<file path="src/rtl/coh_mon_pkg.sv">
package coh_mon_pkg;

  localparam int ST_W   = 3;
  localparam int N_KIND = 5;

  typedef enum logic [ST_W-1:0] {
    LS_INV = 3'd0,
    LS_UC  = 3'd1,
    LS_UD  = 3'd2,
    LS_SC  = 3'd3,
    LS_SD  = 3'd4
  } line_st_e;

  // violation kinds, also the flag bit positions
  localparam int K_TWO_UNIQ  = 0;
  localparam int K_TWO_DIRTY = 1;
  localparam int K_UNIQ_SHR  = 2;
  localparam int K_RO_BREACH = 3;
  localparam int K_BAD_CODE  = 4;

  function automatic logic st_unique(input logic [ST_W-1:0] s);
    return (s == LS_UC) || (s == LS_UD);
  endfunction

  function automatic logic st_dirty(input logic [ST_W-1:0] s);
    return (s == LS_UD) || (s == LS_SD);
  endfunction

  function automatic logic st_valid(input logic [ST_W-1:0] s);
    return (s != LS_INV) && (s <= LS_SD);
  endfunction

  function automatic logic st_legal(input logic [ST_W-1:0] s);
    return s <= LS_SD;
  endfunction

endpackage

</file>
<file path="src/rtl/coh_shadow_table.sv">
module coh_shadow_table
  import coh_mon_pkg::*;
#(
  parameter int             N_AGENTS = 3,
  parameter int             N_LINES  = 8,
  parameter int             IDX_W    = 3,
  parameter logic [N_AGENTS-1:0] RO_MASK = '0
) (
  input  logic                         clk,
  input  logic                         rst_n,
  input  logic [N_AGENTS-1:0]          take,
  input  logic [N_AGENTS*IDX_W-1:0]    ev_line,
  input  logic [N_AGENTS*ST_W-1:0]     ev_state,
  output logic [N_LINES*N_AGENTS*ST_W-1:0] table_flat,
  output logic [N_AGENTS-1:0]          ro_hit,
  output logic [N_AGENTS-1:0]          code_hit,
  output logic [N_AGENTS*IDX_W-1:0]    hit_line
);

  logic [ST_W-1:0]  shadow_q [N_LINES][N_AGENTS];
  logic [N_AGENTS-1:0] ro_q, code_q;
  logic [IDX_W-1:0] line_q [N_AGENTS];

  logic [N_AGENTS-1:0] bad_code, ro_bad;
  logic [ST_W-1:0]     wr_val [N_AGENTS];
  logic [IDX_W-1:0]    idx    [N_AGENTS];

  always_comb begin
    for (int a = 0; a < N_AGENTS; a++) begin
      idx[a]      = ev_line[a*IDX_W +: IDX_W];
      bad_code[a] = !st_legal(ev_state[a*ST_W +: ST_W]);
      wr_val[a]   = bad_code[a] ? LS_INV : ev_state[a*ST_W +: ST_W];
      ro_bad[a]   = RO_MASK[a] && (st_unique(ev_state[a*ST_W +: ST_W]) ||
                                   (ev_state[a*ST_W +: ST_W] == LS_SD));
    end
  end

  always_ff @(posedge clk) begin
    if (!rst_n) begin
      for (int l = 0; l < N_LINES; l++)
        for (int a = 0; a < N_AGENTS; a++)
          shadow_q[l][a] <= LS_INV;
      ro_q   <= '0;
      code_q <= '0;
      for (int a = 0; a < N_AGENTS; a++) line_q[a] <= '0;
    end else begin
      for (int a = 0; a < N_AGENTS; a++) begin
        if (take[a]) shadow_q[idx[a]][a] <= wr_val[a];
        ro_q[a]   <= take[a] && ro_bad[a];
        code_q[a] <= take[a] && bad_code[a];
        line_q[a] <= idx[a];
      end
    end
  end

  for (genvar l = 0; l < N_LINES; l++) begin : g_ln
    for (genvar a = 0; a < N_AGENTS; a++) begin : g_ag
      assign table_flat[(l*N_AGENTS+a)*ST_W +: ST_W] = shadow_q[l][a];
    end
  end

  for (genvar a = 0; a < N_AGENTS; a++) begin : g_out
    assign hit_line[a*IDX_W +: IDX_W] = line_q[a];
  end
  assign ro_hit   = ro_q;
  assign code_hit = code_q;

endmodule

</file>
<file path="src/rtl/coh_line_rules.sv">
module coh_line_rules
  import coh_mon_pkg::*;
#(
  parameter int N_AGENTS = 3
) (
  input  logic [N_AGENTS*ST_W-1:0] line_st,
  output logic [2:0]               viol
);

  localparam int CNT_W = $clog2(N_AGENTS + 1);

  logic [CNT_W-1:0] n_uniq, n_dirty, n_valid;

  always_comb begin
    n_uniq  = '0;
    n_dirty = '0;
    n_valid = '0;
    for (int a = 0; a < N_AGENTS; a++) begin
      n_uniq  = n_uniq  + CNT_W'(st_unique(line_st[a*ST_W +: ST_W]));
      n_dirty = n_dirty + CNT_W'(st_dirty (line_st[a*ST_W +: ST_W]));
      n_valid = n_valid + CNT_W'(st_valid (line_st[a*ST_W +: ST_W]));
    end
    viol[K_TWO_UNIQ]  = n_uniq  > CNT_W'(1);
    viol[K_TWO_DIRTY] = n_dirty > CNT_W'(1);
    viol[K_UNIQ_SHR]  = (n_uniq != '0) && (n_valid > CNT_W'(1));
  end

endmodule

</file>
<file path="src/rtl/coh_err_capture.sv">
module coh_err_capture
  import coh_mon_pkg::*;
#(
  parameter int N_AGENTS = 3,
  parameter int N_LINES  = 8,
  parameter int IDX_W    = 3
) (
  input  logic                      clk,
  input  logic                      rst_n,
  input  logic [N_LINES*3-1:0]      line_viol,
  input  logic [N_AGENTS-1:0]       ro_hit,
  input  logic [N_AGENTS-1:0]       code_hit,
  input  logic [N_AGENTS*IDX_W-1:0] hit_line,
  output logic [N_KIND-1:0]         flags,
  output logic                      any,
  output logic [2:0]                code,
  output logic [IDX_W-1:0]          first_line
);

  logic [N_KIND-1:0] hit;
  logic [IDX_W-1:0]  kline [N_KIND];
  logic [2:0]        pick_code;
  logic [IDX_W-1:0]  pick_line;

  always_comb begin
    hit = '0;
    for (int k = 0; k < N_KIND; k++) kline[k] = '0;
    // table kinds: lowest line wins
    for (int k = 0; k < 3; k++) begin
      for (int l = N_LINES-1; l >= 0; l--) begin
        if (line_viol[l*3+k]) begin
          hit[k]   = 1'b1;
          kline[k] = IDX_W'(l);
        end
      end
    end
    // event kinds: lowest agent wins
    for (int a = N_AGENTS-1; a >= 0; a--) begin
      if (ro_hit[a]) begin
        hit[K_RO_BREACH]   = 1'b1;
        kline[K_RO_BREACH] = hit_line[a*IDX_W +: IDX_W];
      end
      if (code_hit[a]) begin
        hit[K_BAD_CODE]   = 1'b1;
        kline[K_BAD_CODE] = hit_line[a*IDX_W +: IDX_W];
      end
    end
    pick_code = '0;
    pick_line = '0;
    for (int k = N_KIND-1; k >= 0; k--) begin
      if (hit[k]) begin
        pick_code = 3'(k + 1);
        pick_line = kline[k];
      end
    end
  end

  always_ff @(posedge clk) begin
    if (!rst_n) begin
      flags      <= '0;
      any        <= 1'b0;
      code       <= '0;
      first_line <= '0;
    end else begin
      flags <= flags | hit;
      if (!any && (hit != '0)) begin
        any        <= 1'b1;
        code       <= pick_code;
        first_line <= pick_line;
      end
    end
  end

endmodule

</file>
<file path="src/rtl/coh_inv_monitor.sv">
module coh_inv_monitor
  import coh_mon_pkg::*;
#(
  parameter int                  N_AGENTS = 3,
  parameter int                  N_LINES  = 8,
  parameter logic [N_AGENTS-1:0] RO_MASK  = '0,
  localparam int                 IDX_W    = $clog2(N_LINES)
) (
  input  logic                      clk,
  input  logic                      rst_n,
  input  logic [N_AGENTS-1:0]       upd_valid,
  output logic [N_AGENTS-1:0]       upd_ready,
  input  logic [N_AGENTS*IDX_W-1:0] upd_line,
  input  logic [N_AGENTS*3-1:0]     upd_state,
  output logic [4:0]                err_flags,
  output logic                      err_any,
  output logic [2:0]                err_code,
  output logic [IDX_W-1:0]          err_line
);

  logic                      rdy_q;
  logic [N_AGENTS-1:0]       take;
  logic [N_LINES*N_AGENTS*ST_W-1:0] table_flat;
  logic [N_LINES*3-1:0]      line_viol;
  logic [N_AGENTS-1:0]       ro_hit, code_hit;
  logic [N_AGENTS*IDX_W-1:0] hit_line;

  always_ff @(posedge clk) begin
    if (!rst_n) rdy_q <= 1'b0;
    else        rdy_q <= 1'b1;
  end

  assign upd_ready = {N_AGENTS{rdy_q}};
  assign take      = upd_valid & upd_ready;

  coh_shadow_table #(
    .N_AGENTS(N_AGENTS), .N_LINES(N_LINES), .IDX_W(IDX_W), .RO_MASK(RO_MASK)
  ) u_tbl (
    .clk(clk), .rst_n(rst_n), .take(take), .ev_line(upd_line),
    .ev_state(upd_state), .table_flat(table_flat), .ro_hit(ro_hit),
    .code_hit(code_hit), .hit_line(hit_line)
  );

  for (genvar l = 0; l < N_LINES; l++) begin : g_rule
    coh_line_rules #(.N_AGENTS(N_AGENTS)) u_rule (
      .line_st(table_flat[l*N_AGENTS*ST_W +: N_AGENTS*ST_W]),
      .viol   (line_viol[l*3 +: 3])
    );
  end

  coh_err_capture #(
    .N_AGENTS(N_AGENTS), .N_LINES(N_LINES), .IDX_W(IDX_W)
  ) u_cap (
    .clk(clk), .rst_n(rst_n), .line_viol(line_viol), .ro_hit(ro_hit),
    .code_hit(code_hit), .hit_line(hit_line), .flags(err_flags),
    .any(err_any), .code(err_code), .first_line(err_line)
  );

endmodule

</file>
<file path="config.mk">
export PLATFORM = sky130hd
export DESIGN_NAME = coh_inv_monitor
export DESIGN_NICKNAME = d
export VERILOG_FILES = /design/src/rtl/coh_mon_pkg.sv /design/src/rtl/coh_shadow_table.sv /design/src/rtl/coh_line_rules.sv /design/src/rtl/coh_err_capture.sv /design/src/rtl/coh_inv_monitor.sv
export SDC_FILE = /design/constraint.sdc
export NUM_CORES = 1
export LEC_CHECK = 0
export BUFFER_PORTS_ARGS = -buffer_cell sky130_fd_sc_hd__buf_2
export CAP_MARGIN = 20
export CELL_PAD_IN_SITES_DETAIL_PLACEMENT = 1
export CELL_PAD_IN_SITES_GLOBAL_PLACEMENT = 2
export CORE_ASPECT_RATIO = 1.2
export CORE_MARGIN = 2
export CORE_UTILIZATION = 41
export CTS_BUF_LIST = sky130_fd_sc_hd__clkbuf_4
export DETAILED_ROUTE_END_ITERATION = 10
export GPL_ROUTABILITY_DRIVEN = 0
export PLACE_DENSITY_LB_ADDON = 0.15
export SKIP_LAST_GASP = 1
export SYNTH_ARGS = -nofsm -noshare
export SYNTH_HDL_FRONTEND = slang
export SYNTH_SLANG_ARGS = --single-unit
</file>
<file path="constraint.sdc">
create_clock -name clk -period 3.7 [get_ports clk]
set_input_delay 0.185 -clock clk [delete_from_list [all_inputs] [get_ports clk]]
set_output_delay 0.185 -clock clk [all_outputs]
set_load 0.005 [all_outputs]
</file>
# Yosys cells after proc, flatten, opt, wreduce, memory -nomap -nowiden
# Memory sizes are Yosys's and may differ from the RTL's.
# Cells that the tools add are included.
# word_totals
ram_bits	81
memories	2
ff_bits	16
elab_cells	396
# op_classes
eq_ne	72
mux	88
order_cmp	51
addsub	48
n_reduce_logical	124
bitwise_logic	5
# memory_table
name	words	width	read_ports	rd_ports_with_merged_regs	write_ports	line_no	rtl
u_tbl.shadow_q	8	9	8	0	8	coh_shadow_table.sv:20	logic [ST_W-1:0] shadow_q [N_LINES][N_AGENTS];
u_tbl.line_q	3	3	3	0	3	coh_shadow_table.sv:22	logic [IDX_W-1:0] line_q [N_AGENTS];
# ops
op	n
3-bit two-way mux	44
3-bit <= comparator (second input constant)	27
3-bit by 1-bit == test with 1-bit output (second input constant)	24
3-bit by 2-bit == test with 1-bit output (second input constant)	24
3-bit == test (second input constant)	24
3-bit nonzero test	24
1-bit by 1-bit adder with 2-bit output	24
2-bit by 1-bit adder with 2-bit output	24
2-bit by 1-bit > comparator with 1-bit output (second input constant)	24
1-bit logical OR	48
1-bit two-way mux	38
1-bit logical AND	36
9-bit two-way mux	3
9-bit OR reduction	3
2-bit nonzero test	8
2-bit two-way mux	3
5-bit OR	1
5-bit nonzero test	1
1-bit zero test	4
3-bit AND	1
1-bit OR	3

# Depth between registers and ports, before layout
# An unclocked memory read counts as a cell.
# depth
depth_word	18
depth_mapped	11
mapped_depth_nobuf	10

# By module
# From an unflattened synthesis, not the netlist that was laid out.
# unflattened
cells_unflattened	577
area_unflattened_um2	5754.3
# by_module_without_submodules
module	seq_area_each_um2	cells_per_inst	area_each_um2	n_inst
coh_shadow_table	2402.3	254	3344.5	1
coh_line_rules	0.0	25	186.4	8
coh_err_capture	240.2	116	857.1	1
coh_inv_monitor	20.0	7	61.3	1

# Worst setup path after synthesis
# OpenSTA, ideal clock, no wires.
# synth_path
path_type	register to register
start	mem u_tbl.shadow_q[7][1] (netlist name)
end	reg u_cap.first_line[1]
setup_time_ns	0.127
path_slack_ns	0.971
path_buffers	0
arrival_time_ns	2.602
path_stages_with_launch	11
cell_sequence	edfxtp_1 > xnor2_1 > nor2_1 > fa_1 > nand2b_1 > or3b_1 > nand2b_4 > nor4_2 > a31oi_4 > o221ai_1 > a31oi_1
# synth_lines
item	line_no	rtl
start: declaration	coh_shadow_table.sv:20	
end signal: assignment	coh_err_capture.sv:69	first_line <= pick_line;
end: declaration	coh_err_capture.sv:17	output logic [IDX_W-1:0] first_line

==> results.cfg <==
[status]
status = finished clean

[synth]
synthSimpleGateAreaFrac_pct = 24.6
muxShareOfSynthArea_pct = 0.360
syn-num-nets = 606
syn_area_per_cell_um2 = 9.94
synth_edf_count = 72
synthFlopType = edfxtp_1
synth_compound_area_share_pct = 8.60
synth_fa_ha_area_share_pct = 6.49
syn_area_um2 = 5560
synth_top_family_by_area = simple AND/OR/NAND/NOR gates
synth.distinct_cells = 62
ys_ff_latch = 96
synth_xor_area_share_pct = 10.1
synth_cells = 559
yosysWarningCount = 0
ys_async_sr_fraction_pct = 0
ys_seq_area_share_pct = 47.6

[cts]
cts.clk_slew.worst_paths_ns = 0.15
root_buffer = clkbuf_4
cts_tree = yes
postCtsSetupBuffers = 0
cts.sinks = 96
htree_num_levels = 3
clk_latency_ns = 0.48
cts_resized = 0
cts.path.max_buffers = 2
cts_buffers = 9

[sta]
slew_viol_final = 0
rsz0062_at_grt = false
slew_headroom_pct = 46.6
fin_crit_ns = 3.01
fin_hold_ws_ns = 0.0486
skew_ns = 0.0185
worst_slew_pin_slew_ns = 0.801
fin_setup_tns_ns = 0
setup_violations = 0
hold_violations = 0
max_freq_ghz = 0.333
fin_crit_sh_pct = 81.3

[drt]
drc_errors = 0
dr.pass1.iters = 4
ant_nets = 0
routed_via_density = 5.27
wirelength_um = 14900
first_iter_violations = 145
vias = 4097
wl_per_cell_um = 19.1

[floorplanning]
die_x_um = 110
start_util_pct = 42.0
io_pins = 38
die_h_um = 132
num_rows = 46
die_area_um2 = 14500
core_area_um2 = 13200

[setup_path]
cp-start-kind = flop
r2r_slack_ns = 0.69
r2r_cells = 10
regToRegEndpoint = u_cap.first_line[1]$_SDFFE_PN0P_
cp_max_fo = 8
cp.arrival_ns = 3.38
crit_type = flop to flop
required_ns = 4.07
worstReg2RegStart = u_tbl.shadow_q[7][1]$_SDFFCE_PN0P_
slowest_stage = edfxtp_1
path_cells = xnor2_1 > nor2_1 > fa_1 > nand2b_1 > or3b_1 > nand2b_4 > nor4_2 > a31oi_4 > o221ai_1 > a31oi_1
cpPeakStageDelay_ns = 0.47
crit_path_end_kind = flop

[grt]
grt_pass1_wl_um = 23400
grt_antenna_before_repair = 1
track_usage_pct = 22.1
overflow = 0
grt_pass1_vias = 4359
grt_max_degree = 46

[min_path]
hp-class = input port to flop
whs_path_depth = 2
hold_end = u_tbl.line_q[0][1]$_SDFF_PN0_
hp-start = upd_line[1]

[final_layout]
layout_commonest_cell = nor2_1
finish.utilization_pct = 46.3
drive_above_1_share_pct = 10.7
layout_common_cells = 131 x nor2_1, 72 x edfxtp_1, 60 x nand2_1
area_growth_syn_to_layout_pct = 10.4
nets = 651

[power_and_ir_drop]
p_per_area_nw_per_um2 = 358
ir_drop_mv = 0.141
power_mw = 2.20
power_leakage_nw = 2.43

[flow_run]
cap_violations = 0

[placed_design]
place_hpwl_um = 11200
numPortBuffers = 36
## cells by family after synthesis
logic type                 after synthesis
muxes                                    2
AOI/OAI and AO/OA                       60
xor gates and xnor gates                64
other                                    1
and+or+nand+nor                        285
adders and majority gates               24
DFF                                     96
buffers and inverters                   27
## area by class of cell
cell class	count	area, um^2
Antenna cell	1	2.50
Inverter	11	41.3
Fill cell	1541	7100
Clock inverter	7	61.3
Timing Repair Buffer	50	318
Clock buffer	9	67.6
Multi-Input combinational cell	436	2790
Sequential cell	96	2640
Tap cell	168	210
## routing by layer
layer  part of all wire [%]  track usage (%)  routed length [um]  vias to the layer above
li1                       -                -                   -                     2001
met4                    3.3             10.5                 496                        0
met1                     44             27.6                6530                     1998
met5                      0                0                   0                        -
met3                    3.0             3.32                 448                       26
met2                     50             36.9                7410                       72
## worst max-delay path by stage
stage	start	end	depth (start not counted)
after floorplan	u_tbl.shadow_q[7][1]$_SDFFCE_PN0P_	u_cap.first_line[1]$_SDFFE_PN0P_	10
after global placement	u_tbl.shadow_q[7][1]$_SDFFCE_PN0P_	u_cap.first_line[1]$_SDFFE_PN0P_	10
after detailed placement	u_tbl.shadow_q[7][1]$_SDFFCE_PN0P_	u_cap.first_line[1]$_SDFFE_PN0P_	10
after CTS	u_tbl.shadow_q[7][1]$_SDFFCE_PN0P_	u_cap.first_line[1]$_SDFFE_PN0P_	10
after global routing	u_tbl.shadow_q[7][1]$_SDFFCE_PN0P_	u_cap.first_line[1]$_SDFFE_PN0P_	10
final	u_tbl.shadow_q[7][1]$_SDFFCE_PN0P_	u_cap.first_line[1]$_SDFFE_PN0P_	10
## Yosys cell counts, types with 6 or more instances
master	number	area (um^2)
nand2_1	60	225
nand2b_1	29	181
xnor2_1	41	359
edfxtp_1	72	2160
dfxtp_1	24	480
a31oi_1	10	62.6
fa_1	8	160
xor2_1	23	201
inv_1	11	41.3
ha_1	16	200
o21ai_0	6	30.0
nor2_1	131	492
buf_1	6	22.5
nand3_1	8	40.0
nor2b_1	13	81.3
and2_1	10	62.6
## what timing repair did
action,in CTS,in global routing
hold endpoints to repair,10,0
hold buffers,13,0
endpoints found under the setup margin,0,0
## critical path: cells and delay by family (launching register included)
family	cells	cell delay, ns
AOI/OAI and AO/OA	3	0.49
xor gates and xnor gates	1	0.18
DFF	1	0.47
adders and majority gates	1	0.46
and+or+nand+nor	5	1.32
## flip-flops by register name, summed over array words and instances (netlist names)
signal and flops:
u_tbl.line_q 9, u_cap.flags 4, u_tbl.code_hit 3, u_tbl.shadow_q 72, u_cap.first_line 3, rdy_q 1, u_cap.code 3, u_cap.any 1
## through the flow
stage	area [um^2]	instances	setup WS, ns
global route	6130	778	0.429
detailed placement	5870	748	0.707
floorplan	5560	559	0.971
finish	6130	778	0.694
CTS	6130	777	0.696
global placement	5870	748	0.794
## power breakdown
group          internal, mW  leakage (nW)  switching (mW)
clock network         0.201        0.0749           0.372
registers              1.19         0.974          0.0350
logic                 0.166          1.38           0.229
total                  1.56          2.43           0.636
Note: power is estimated with default switching activity, not from simulation.
